File: src/rtl/boot_seq_pkg.sv
package boot_seq_pkg;

    localparam int BOOT_ADDR_W = 10;
    localparam int BOOT_PROG_W = 24;
    localparam int BOOT_PAR_W  = 16;
    localparam int BOOT_DMEM_W = 28;
    localparam int BOOT_SEL_W  = 2;

    typedef enum logic [1:0] {
        ST_HOLD = 2'd0,
        ST_RUN  = 2'd1,
        ST_DONE = 2'd2
    } boot_state_e;

    // Next phase of the boot pass; called only while reset is released.
    function automatic boot_state_e boot_next(input boot_state_e cur, input logic at_last);
        boot_state_e nxt;
        case (cur)
            ST_HOLD: nxt = ST_RUN;
            ST_RUN:  nxt = at_last ? ST_DONE : ST_RUN;
            ST_DONE: nxt = ST_DONE;
            default: nxt = ST_HOLD;
        endcase
        return nxt;
    endfunction

endpackage

File: src/rtl/boot_ctrl.sv
module boot_ctrl
    import boot_seq_pkg::*;
#(
    parameter int ADDR_W = BOOT_ADDR_W
) (
    input  logic              clk,
    input  logic              rst_n,
    output boot_state_e       state_o,
    output logic [ADDR_W-1:0] cnt_o,
    output logic              done_o
);

    boot_state_e       st;
    logic [ADDR_W-1:0] cnt;
    logic              at_last;

    assign at_last = &cnt;

    always_ff @(posedge clk) begin
        if (!rst_n) begin
            st     <= ST_HOLD;
            cnt    <= '0;
            done_o <= 1'b0;
        end else begin
            st     <= boot_next(st, at_last);
            done_o <= (st == ST_RUN) && at_last;
            if (st == ST_HOLD) begin
                cnt <= '0;
            end else if (st == ST_RUN && !at_last) begin
                cnt <= cnt + 1'b1;
            end
        end
    end

    assign state_o = st;
    assign cnt_o   = cnt;

endmodule

File: src/rtl/boot_wrport.sv
module boot_wrport #(
    parameter int ADDR_W = 10,
    parameter int DATA_W = 16
) (
    input  logic              rst_n,
    input  logic              run_i,
    input  logic [ADDR_W-1:0] cnt_i,
    input  logic [DATA_W-1:0] src_i,
    output logic              we_o,
    output logic [ADDR_W-1:0] addr_o,
    output logic [DATA_W-1:0] data_o
);

    // Gating with rst_n drops the write in the cycle reset falls.
    assign we_o   = run_i & rst_n;
    assign addr_o = cnt_i;
    assign data_o = src_i;

endmodule

File: src/rtl/host_gate.sv
module host_gate #(
    parameter int SEL_W = 2
) (
    input  logic             clk,
    input  logic             rst_n,
    input  logic             busy_i,
    input  logic             wr_i,
    input  logic             rd_i,
    input  logic [SEL_W-1:0] wdata_i,
    output logic             wr_ok_o,
    output logic             rd_ok_o,
    output logic [SEL_W-1:0] sel_o
);

    assign wr_ok_o = wr_i & ~busy_i;
    assign rd_ok_o = rd_i & ~busy_i;

    always_ff @(posedge clk) begin
        if (!rst_n) begin
            sel_o <= '0;
        end else if (wr_ok_o) begin
            sel_o <= wdata_i;
        end
    end

endmodule

File: src/rtl/boot_seq.sv
module boot_seq
    import boot_seq_pkg::*;
#(
    parameter int ADDR_W = BOOT_ADDR_W,
    parameter int PROG_W = BOOT_PROG_W,
    parameter int PAR_W  = BOOT_PAR_W,
    parameter int DMEM_W = BOOT_DMEM_W,
    parameter int SEL_W  = BOOT_SEL_W
) (
    input  logic              clk,
    input  logic              rst_n,
    output logic [ADDR_W-1:0] prog_rom_addr,
    input  logic [PROG_W-1:0] prog_rom_data,
    output logic [ADDR_W-1:0] par_rom_addr,
    input  logic [PAR_W-1:0]  par_rom_data,
    output logic              prog_ram_we,
    output logic [ADDR_W-1:0] prog_ram_addr,
    output logic [PROG_W-1:0] prog_ram_wdata,
    output logic              par_ram_we,
    output logic [ADDR_W-1:0] par_ram_addr,
    output logic [PAR_W-1:0]  par_ram_wdata,
    output logic              dmem_we,
    output logic [ADDR_W-1:0] dmem_addr,
    output logic [DMEM_W-1:0] dmem_wdata,
    output logic              busy,
    output logic              done,
    output logic              core_en,
    input  logic              host_wr,
    input  logic              host_rd,
    input  logic [SEL_W-1:0]  host_sel_wdata,
    output logic              host_wr_ok,
    output logic              host_rd_ok,
    output logic [SEL_W-1:0]  mclk_sel
);

    boot_state_e       st;
    logic [ADDR_W-1:0] cnt;
    logic              run;

    boot_ctrl #(.ADDR_W(ADDR_W)) u_ctrl (
        .clk     (clk),
        .rst_n   (rst_n),
        .state_o (st),
        .cnt_o   (cnt),
        .done_o  (done)
    );

    assign run     = (st == ST_RUN);
    assign busy    = (st != ST_DONE);
    assign core_en = (st == ST_DONE);

    assign prog_rom_addr = cnt;
    assign par_rom_addr  = cnt;

    boot_wrport #(.ADDR_W(ADDR_W), .DATA_W(PROG_W)) u_prog (
        .rst_n  (rst_n),
        .run_i  (run),
        .cnt_i  (cnt),
        .src_i  (prog_rom_data),
        .we_o   (prog_ram_we),
        .addr_o (prog_ram_addr),
        .data_o (prog_ram_wdata)
    );

    boot_wrport #(.ADDR_W(ADDR_W), .DATA_W(PAR_W)) u_par (
        .rst_n  (rst_n),
        .run_i  (run),
        .cnt_i  (cnt),
        .src_i  (par_rom_data),
        .we_o   (par_ram_we),
        .addr_o (par_ram_addr),
        .data_o (par_ram_wdata)
    );

    boot_wrport #(.ADDR_W(ADDR_W), .DATA_W(DMEM_W)) u_dmem (
        .rst_n  (rst_n),
        .run_i  (run),
        .cnt_i  (cnt),
        .src_i  ({DMEM_W{1'b0}}),
        .we_o   (dmem_we),
        .addr_o (dmem_addr),
        .data_o (dmem_wdata)
    );

    host_gate #(.SEL_W(SEL_W)) u_host (
        .clk     (clk),
        .rst_n   (rst_n),
        .busy_i  (busy),
        .wr_i    (host_wr),
        .rd_i    (host_rd),
        .wdata_i (host_sel_wdata),
        .wr_ok_o (host_wr_ok),
        .rd_ok_o (host_rd_ok),
        .sel_o   (mclk_sel)
    );

endmodule

File: config.mk
export PLATFORM = sky130hd
export DESIGN_NAME = boot_seq
export DESIGN_NICKNAME = d
export VERILOG_FILES = /design/src/rtl/boot_seq_pkg.sv /design/src/rtl/boot_ctrl.sv /design/src/rtl/boot_wrport.sv /design/src/rtl/host_gate.sv /design/src/rtl/boot_seq.sv
export SDC_FILE = /design/constraint.sdc
export NUM_CORES = 1
export LEC_CHECK = 0
export ABC_AREA = 1
export CORE_MARGIN = 2
export CORE_UTILIZATION = 29
export CTS_CLUSTER_SIZE = 25
export DETAILED_ROUTE_END_ITERATION = 7
export PLACE_DENSITY = 0.91
export SKIP_CTS_REPAIR_TIMING = 1
export SLEW_MARGIN = 5
export SYNTH_ARGS = -nofsm -noshare
export SYNTH_HDL_FRONTEND = slang
export SYNTH_HIERARCHICAL = 1
export SYNTH_SLANG_ARGS = --single-unit
export TNS_END_PERCENT = 50
File: constraint.sdc
create_clock -name clk -period 1.5 [get_ports clk]
set_clock_uncertainty 0.05 [all_clocks]
set_input_delay 0.15 -clock clk [delete_from_list [all_inputs] [get_ports clk]]
set_output_delay 0.15 -clock clk [all_outputs]
set_load 0.02 [all_outputs]
==> flow_summary.toml, run 1 <==
[status]
status = "complete, but fails checks"
violations = "negative setup slack"

[global_routing]
track_usage_pct = 8.78
grt_pass1_vias = 1013
grt_remaining_overflow = 0
grt_max_degree = 10
grt_first_pass_wirelength_um = 4440
antenna_found_initial = 0

[floorplanning]
die_w_um = 79.4
die_height_um = 79.4
die_area_um2 = 6300
core-area_um2 = 5510
io_pins = 174
num_rows = 27
start_util_pct = 29.9

[place]
dp.cells = 304
port_buffers = 65
gp_congestion = 0.841
hpwl_um = 2360

[power]
p_leak_uw = 0.00176
seq_power_share_pct = 44.4
p_sw_uw = 263
switching_share_pct = 28.9
clkPwrFrac_pct = 35.5
p_int_uw = 649
power_uw = 912
p_comb_share_pct = 20.1
ir_drop_uv = 228
p_per_area_nw_per_um2 = 472

[clock_network]
cts_made_buffers = 3
numClockSinks = 15
cts_tree = "yes"
clk_pin_slew_ns = 0.06
cts_buffer_depth = 2
clk_latency_ns = 0.25
cts_max_level = 1
cts-root-buf = "clkbuf_8"

[cells_and_area]
area_growth_pct = 17.3
fin_nets = 284
fill_cells = 541
drive_above_1_share_pct = 12.7
instances_no_fill = 308
num_antenna_cells = 0

[timing]
period_share_pct = 104
hold_violations = 0
max_freq_mhz = 639
fin_crit_ns = 1.56
rsz0062_at_grt = "yes"
setup_violations = 2
maxSlewViolCount = 0
fin_ws_ns = -0.0641

[route]
drt_iter0_drc = 69
drc = 0
vias = 1188
ant_nets = 0
wirelength_um = 3030
dr.pass1.iters = 4
wl_per_cell_um = 9.84
vias_per_cell = 3.86

[logic_synthesis]
syn-cell-area_um2 = 1650
synth-main-ff-cell = "dfxtp_1"
synthArstFlopShare_pct = 0
avgSynthCellArea_um2 = 6.89
ys_ff_latch = 15
yosysUniqueCellTypes = 23
syn-instance-count = 239
yosysSeqAreaShare_pct = 18.2
synth-edff-count = 0
yosysWarnings = 6

[hold_path]
min_path_type = "primary input to output pin"

[setup_path]
cp.arrival_ns = 1.36
path_class = "flop to output pin"
required_ns = 1.30
worst_path_max_delay_cell = "clkdlybuf4s50_1"
path_delay_family = "buffers and inverters"
worst-path-buf-inv = 2
worstPathCellList = "buf_4 -> clkdlybuf4s50_1"
end_kind = "output pin"
cp_slowest_stage_delay_ns = 0.60
worstPathMaxFanout = 7
crit_path_start_kind = "flop"

[job]
maxCapViolations = 0
registers in the layout, indices dropped and copies added, names as in the netlist:
signal	cells
u_host/sel_o	2
u_ctrl/state_o	2
u_ctrl/cnt_o	10
u_ctrl/done_o	1
power groups by stage:
stage / Combinational [µW] / Sequential, µW / Clock [µW]
after floorplan: 334 / 421 / 0
after global placement: 182 / 414 / 0
after detailed placement: 185 / 414 / 0
after CTS: 185 / 405 / 340
after global routing: 197 / 405 / 365
final: 183 / 405 / 324
worst reg2reg max path, delay by kind of cell, from the launching register on:
kind / cells / cell delay (ns)
AO/OA/AOI/OAI: 2 / 0.42
adder cells (fa/ha/maj): 1 / 0.21
AND/OR/NAND/NOR: 3 / 0.29
flip-flops: 1 / 0.33
cell families after synthesis:
group / count (synthesis) / share of synthesized area (%)
buffers and inverters: 136 / 55.6
AOI/OAI and AO/OA: 15 / 5.32
other: 1 / 0.228
adders and majority gates: 1 / 0.760
DFF: 15 / 18.2
and+or+nand+nor: 71 / 19.8
through the flow:
step	cell area (µm²)	hold WS, ns	util (%)	setup slack [ns]	TNS, ns
after floorplan	1750	0.221	-	0.00212	0
after global placement	1750	0.250	31.7	-0.0654	-0.265
after detailed placement	1750	0.250	31.7	-0.107	-0.394
after CTS	1790	0.250	32.5	-0.255	-5.03
after global routing	1930	0.250	35.1	-0.109	-0.217
final	1930	0.250	35.1	-0.0641	-0.128
layout by cell type (no fill, tap or decap), types with 3 or more instances in the layout:
cell,netlist,final
dfxtp_2,0,3
a21oi_1,5,5
dfxtp_1,15,12
nor2_1,24,24
dlymetal6s2s_1,0,55
nand2_1,27,27
inv_1,26,26
nand3_1,6,6
clkdlybuf4s50_1,0,10
conb_1,1,28
o21ai_0,4,4
nor2_2,5,5
clkbuf_8,0,3
buf_4,108,9
final cells by class:
type,count,area (µm²),share of cell area [%]
clock buffer,4,45.0,2.33
inverter,28,105,5.44
multi-input combinational,115,532,27.5
sequential,15,304,15.7
tap,72,90.1,4.66
timing repair buffer,74,856,44.3
cells in the mapped netlist (2+ instances only):
cell | n | area, µm²
nand2_4 | 2 | 22.5
nor2_1 | 24 | 90.1
nand2_1 | 27 | 101
nand2_2 | 2 | 12.5
o21ai_1 | 2 | 10.0
nand3_1 | 6 | 30.0
o21ai_0 | 4 | 20.0
inv_2 | 2 | 7.51
dfxtp_1 | 15 | 300
buf_4 | 108 | 811
nor2_2 | 5 | 31.3
a21oi_1 | 5 | 25.0
a21oi_2 | 2 | 17.5
inv_1 | 26 | 97.6
path summary, 6_finish.rpt:
path	from	endpoint	slack (ns)	depth (start not counted)
min reg2reg	u_host/sel_o[0]	u_host/sel_o[0]	0.44	2
min	par_rom_data[10]	par_ram_wdata[10]	0.25	0
max	u_ctrl/cnt_o[0]	par_ram_addr[0]	-0.06	2
max reg2reg	u_ctrl/cnt_o[0]	u_ctrl/cnt_o[7]	0.14	6
routing by layer:
metal  global-route usage (%)  vias to the layer above  routed length, µm
li1                         -                      580                  -
met3                     2.16                       14                373
met5                        0                        -                  0
met1                     8.93                      519               1050
met2                     15.5                       75               1510
met4                     6.38                        0                 91
(Power assumes the default switching activity.)
==> run 2, diff against run 1 <==
--- a/config.mk
+++ b/config.mk
@@ -7,10 +7,11 @@
 export LEC_CHECK = 0
 export ABC_AREA = 1
 export CORE_MARGIN = 2
-export CORE_UTILIZATION = 29
+export CORE_UTILIZATION = 31
 export CTS_CLUSTER_SIZE = 25
 export DETAILED_ROUTE_END_ITERATION = 7
-export PLACE_DENSITY = 0.91
+export GPL_TIMING_DRIVEN = 0
+export PLACE_DENSITY = 0.95
 export SKIP_CTS_REPAIR_TIMING = 1
 export SLEW_MARGIN = 5
 export SYNTH_ARGS = -nofsm -noshare
==> constraint.sdc (replaced) <==
create_clock -name clk -period 1.9 [get_ports clk]
set_clock_uncertainty 0.05 [all_clocks]
set_input_delay 0.19 -clock clk [delete_from_list [all_inputs] [get_ports clk]]
set_output_delay 0.19 -clock clk [all_outputs]
set_load 0.02 [all_outputs]
==> run 2 against run 1 <==
  * The run now ends clean
  * First-iteration DRC count fell by 28%
  * Count of clock-buffer cells in the layout fell by 1
  * Die area fell by 6.1%
  * Non-clock buffer count rose by 139
  * Utilization rose by 23 points
  * Clock power fell by 20%
  * Worst setup slack improved by 0.12 ns
  * Sequential share of layout area fell by 5.5 points
  * Cell count rose by 44%
  * Design area rose by 52%
  * Critical path type unchanged
  * Largest power group is now combinational logic
==> flow_summary.toml, run 2 (same netlist as run 1, synthesis figures left out) <==
[status]
status = "complete, no violations"

[route]
wl_per_cell_um = 9.09
drc = 0
dr.pass1.iters = 4
vias_per_cell = 3.73
vias = 1661
wirelength_um = 4050
ant_nets = 0
drt_iter0_drc = 50

[global_routing]
grt_max_degree = 11
antenna_found_initial = 0
grt_first_pass_wirelength_um = 6390
grt_remaining_overflow = 0
track_usage_pct = 12.5
grt_pass1_vias = 1508

[setup_path]
cp_common_cell = "inv_1"
cp_slowest_stage_delay_ns = 0.60
worst-path-buf-inv = 3
end_kind = "output pin"
worst_path_max_delay_cell = "clkdlybuf4s50_1"
worstPathMaxFanout = 5
path_delay_family = "buffers and inverters"
worstReg2RegEnd = "u_ctrl/cnt_o[2]"
cp.arrival_ns = 1.61
ff2ff_path_depth = 7
path_class = "flop to output pin"
reg2reg_from = "u_ctrl/cnt_o[1]"
required_ns = 1.66
r2r_setup_slack_ns = 0.37
worstPathCellList = "inv_1 -> nor2_1 -> nand2_1 -> inv_1 -> clkdlybuf4s50_1"
crit_path_start_kind = "flop"

[hold_path]
holdPathStages = 2
whs_endpoint = "u_host/sel_o[0]"
hp-start = "u_host/sel_o[0]"
min_path_type = "flop to flop"

[cells_and_area]
largest_reg_flops = 10
area_growth_pct = 78.6
drive_above_1_share_pct = 34.1
final_cell_mix = "buf_4, clkdlybuf4s50_1, conb_1"
fill_cells = 446
num_antenna_cells = 0
layout_commonest_cell = "buf_4"
fin_area_um2 = 2940
fin_nets = 423

[clock_network]
cts_tree = "yes"
clk_pin_slew_ns = 0.07
cts-root-buf = "clkbuf_8"
cts_made_buffers = 3
cts_buffer_depth = 2
cts_max_level = 1
clk_latency_ns = 0.25
numClockSinks = 15

[place]
pre_cts_slack_ns = 0.107
hpwl_um = 3470
gp_congestion = 0.812
dpl_cell_area_um2 = 2890
port_buffers = 105

[timing]
setup_violations = 0
max_freq_mhz = 542
hold_violations = 0
period_share_pct = 97.1
fin_crit_ns = 1.85
fin_ws_ns = 0.0550
hold_slack_ns = 0.434
maxSlewViolCount = 0

[floorplanning]
die_w_um = 76.9
die_height_um = 76.9
io_pins = 174
start_util_pct = 32.2
die_area_um2 = 5910
num_rows = 26
core-area_um2 = 5110

[power]
p_per_area_nw_per_um2 = 333
ir_drop_uv = 171
p_leak_uw = 0.00148

[job]
maxCapViolations = 0
run 2: changes by cell type in the layout (fill, tap and decap cells not counted):
cell             previous run  this run
clkinvlp_4                  0         1
dlymetal6s2s_1             55         2
dfxtp_1                    12        14
dfxtp_2                     3         1
clkbuf_1                    1         0
buf_4                       9       108
clkdlybuf4s50_1            10       103
run 2: worst max path at each step:
stage	to	slack, ns	cells after the start	startpoint
final	prog_ram_we	0.05	5	u_ctrl/state_o[0]
after global routing	prog_ram_we	-0.02	5	u_ctrl/state_o[0]
after CTS	prog_ram_we	0.007	5	u_ctrl/state_o[0]
after detailed placement	prog_ram_we	0.11	4	rst_n
after global placement	prog_ram_we	0.12	4	rst_n
after floorplan	u_ctrl/cnt_o[5]	0.40	8	u_ctrl/cnt_o[1]
run 2: cell type report:
class,count,area [µm²],share of cell area (%)
buffer,108,811,27.6
clock buffer,3,41.3,1.40
clock inverter,1,7.51,0.255
inverter,28,105,3.57
multi-input combinational,115,532,18.1
sequential,15,302,10.3
tap,70,87.6,2.98
timing repair buffer,105,1060,35.9
run 2: metrics by stage:
| stage | TNS (ns) | util, % | power, µW | std cells |
|---|---|---|---|---|
| global route | -0.0219 | 57.6 | 1030 | 445 |
| finish | 0 | 57.6 | 980 | 445 |
| detailed placement | 0 | 56.5 | 725 | 441 |
| floorplan | 0 | - | 595 | 266 |
| CTS | 0 | 57.5 | 987 | 445 |
| global placement | 0 | 56.5 | 719 | 441 |
run 2: power by group:
group          switching [µW]  internal, µW
logic                     187           209
clock network             113           147
registers                6.30           318
total                     306           674
run 2: tightest hold or removal path: cells and delay by family (launching register included):
kind	cells	cell delay, ns
flip-flops	1	0.30
AND/OR/NAND/NOR	2	0.14
run 2: routing by layer:
layer	vias to the layer above	part of all wire [%]	GRT usage [%]	routed length (µm)
met2	102	54	25.2	2180
li1	859	-	-	-
met5	-	0	0	0
met4	0	0.52	4.18	21
met1	698	36	12.7	1470
met3	2	9.2	2.12	372
==> run 3, diff against run 2 <==
--- a/config.mk
+++ b/config.mk
@@ -11,7 +11,7 @@
 export CTS_CLUSTER_SIZE = 25
 export DETAILED_ROUTE_END_ITERATION = 7
 export GPL_TIMING_DRIVEN = 0
-export PLACE_DENSITY = 0.95
+export PLACE_DENSITY = 0.87
 export SKIP_CTS_REPAIR_TIMING = 1
 export SLEW_MARGIN = 5
 export SYNTH_ARGS = -nofsm -noshare
==> run 3 against run 2 <==
  * Sequential share of layout area about the same
  * Highest routed layer unchanged
  * Critical path depth down 2
  * Cell count unchanged
  * Count of clock-buffer cells in the layout unchanged
  * Clock power down 3%
  * Combinational power about the same
  * Hold slack better by 0.0021 ns
==> flow_summary.toml, run 3 (same netlist as run 1, synthesis figures left out) <==
[status]
status = "complete, no violations"

[hold_path]
min_path_type = "flop to flop"
hp-start = "u_host/sel_o[0]"
holdPathStages = 2
whs_endpoint = "u_host/sel_o[0]"

[floorplanning]
die_area_um2 = 5910
start_util_pct = 32.2
io_pins = 174
die_w_um = 76.9
die_height_um = 76.9
num_rows = 26
core-area_um2 = 5110

[cells_and_area]
fin_area_um2 = 2940
final_cell_mix = "buf_4, clkdlybuf4s50_1, conb_1"
largest_reg_flops = 10
fin_nets = 423
fill_cells = 475
utilization_pct = 57.6
area_growth_pct = 78.7
layout_commonest_cell = "buf_4"
num_antenna_cells = 0
drive_above_1_share_pct = 33.9

[setup_path]
worstPathCellList = "nand2_1 -> nor2_1 -> clkdlybuf4s50_1"
required_ns = 1.66
end_kind = "output pin"
reg2reg_from = "u_ctrl/cnt_o[0]"
cp.arrival_ns = 1.54
r2r_setup_slack_ns = 0.38
worstPathMaxFanout = 5
cp_slowest_stage_delay_ns = 0.61
worstReg2RegEnd = "u_ctrl/cnt_o[5]"
crit_path_start_kind = "flop"
worst_path_max_delay_cell = "clkdlybuf4s50_1"
ff2ff_path_depth = 8
path_class = "flop to output pin"

[route]
vias_per_cell = 3.82
drt_iter0_drc = 56
ant_nets = 0
wl_per_cell_um = 9.06
vias = 1699
wirelength_um = 4030
dr.pass1.iters = 4
drc = 0

[timing]
hold_slack_ns = 0.437
maxSlewViolCount = 0
hold_violations = 0
max_freq_mhz = 563
fin_crit_ns = 1.78
rsz0062_at_grt = "no"
setup_violations = 0
period_share_pct = 93.5

[global_routing]
grt_remaining_overflow = 0
grt_use_met2_pct = 26.2
grt_max_degree = 11
grt_busiest_layer = "met2"
grt_pass1_vias = 1594
met3_usage_pct = 1.65
antenna_found_initial = 0
track_usage_pct = 12.9
use_met1_pct = 13.1
grt_first_pass_wirelength_um = 6540

[power]
seq_power_share_pct = 33.4
p_int_uw = 671
power_uw = 969
p_sw_uw = 298
p_per_area_nw_per_um2 = 329
switching_share_pct = 30.8
ir_drop_uv = 187
clkPwrFrac_pct = 25.9
p_leak_uw = 0.00151
p_comb_share_pct = 40.7

[clock_network]
cts_made_buffers = 3
clk_latency_ns = 0.24
cts_tree = "yes"
clk_pin_slew_ns = 0.06
cts-root-buf = "clkbuf_8"
cts_buffer_depth = 2
numClockSinks = 15
cts_max_level = 1

[job]
maxCapViolations = 0

[place]
port_buffers = 105
gp_congestion = 0.792
dpl_cell_area_um2 = 2890
hpwl_um = 3570
==> run 3: changes by cell type in the layout (fill, tap and decap cells not counted) <==
cell and delta:
clkdlybuf4s50_1 -2, clkinv_2 +1, dlymetal6s2s_1 +2, clkinvlp_4 -1, dfxtp_1 +1, dfxtp_2 -1
==> run 3: worst max-delay path by stage <==
stage               cells after the start         endpoint              start
finish                                  3       host_rd_ok  u_ctrl/state_o[1]
global route                            3       host_rd_ok  u_ctrl/state_o[1]
CTS                                     5          dmem_we  u_ctrl/state_o[0]
detailed placement                      4       par_ram_we              rst_n
global placement                        4       par_ram_we              rst_n
floorplan                               8  u_ctrl/cnt_o[5]    u_ctrl/cnt_o[1]
==> run 3: metal layers <==
metal	wire length, µm	vias to the layer above
li1	-	860
met1	1390	722
met2	2240	115
met3	377	2
met4	27	0
met5	0	-
==> run 3: final cells by class <==
class,count,area [µm²],area share (%)
inverter,28,105,3.57
clock buffer,3,41.3,1.40
buffer,108,811,27.6
clock inverter,1,5.00,0.170
tap,70,87.6,2.98
sequential,15,300,10.2
timing repair buffer,105,1060,36.1
multi-input combinational,115,532,18.1
==> run 3: critical path: cells and delay by family (launching register included) <==
kind | cells | cell delay, ns
flops | 1 | 0.42
buf+inv | 1 | 0.61
simple gates | 2 | 0.26
==> run 3: metrics by stage <==
step | setup slack, ns | TNS [ns] | cells
after floorplan | 0.396 | 0 | 266
after global placement | 0.0997 | 0 | 441
after detailed placement | 0.0793 | 0 | 441
after CTS | -0.00507 | -0.00986 | 445
after global routing | 0.0106 | 0 | 445
final | 0.124 | 0 | 445
==> run 3: power by group through the flow <==
stage	registers [µW]	clock network [µW]	logic, µW
floorplan	332	0	263
global route	324	287	418
finish	324	251	395
detailed placement	331	0	394
global placement	331	0	389
CTS	324	263	395
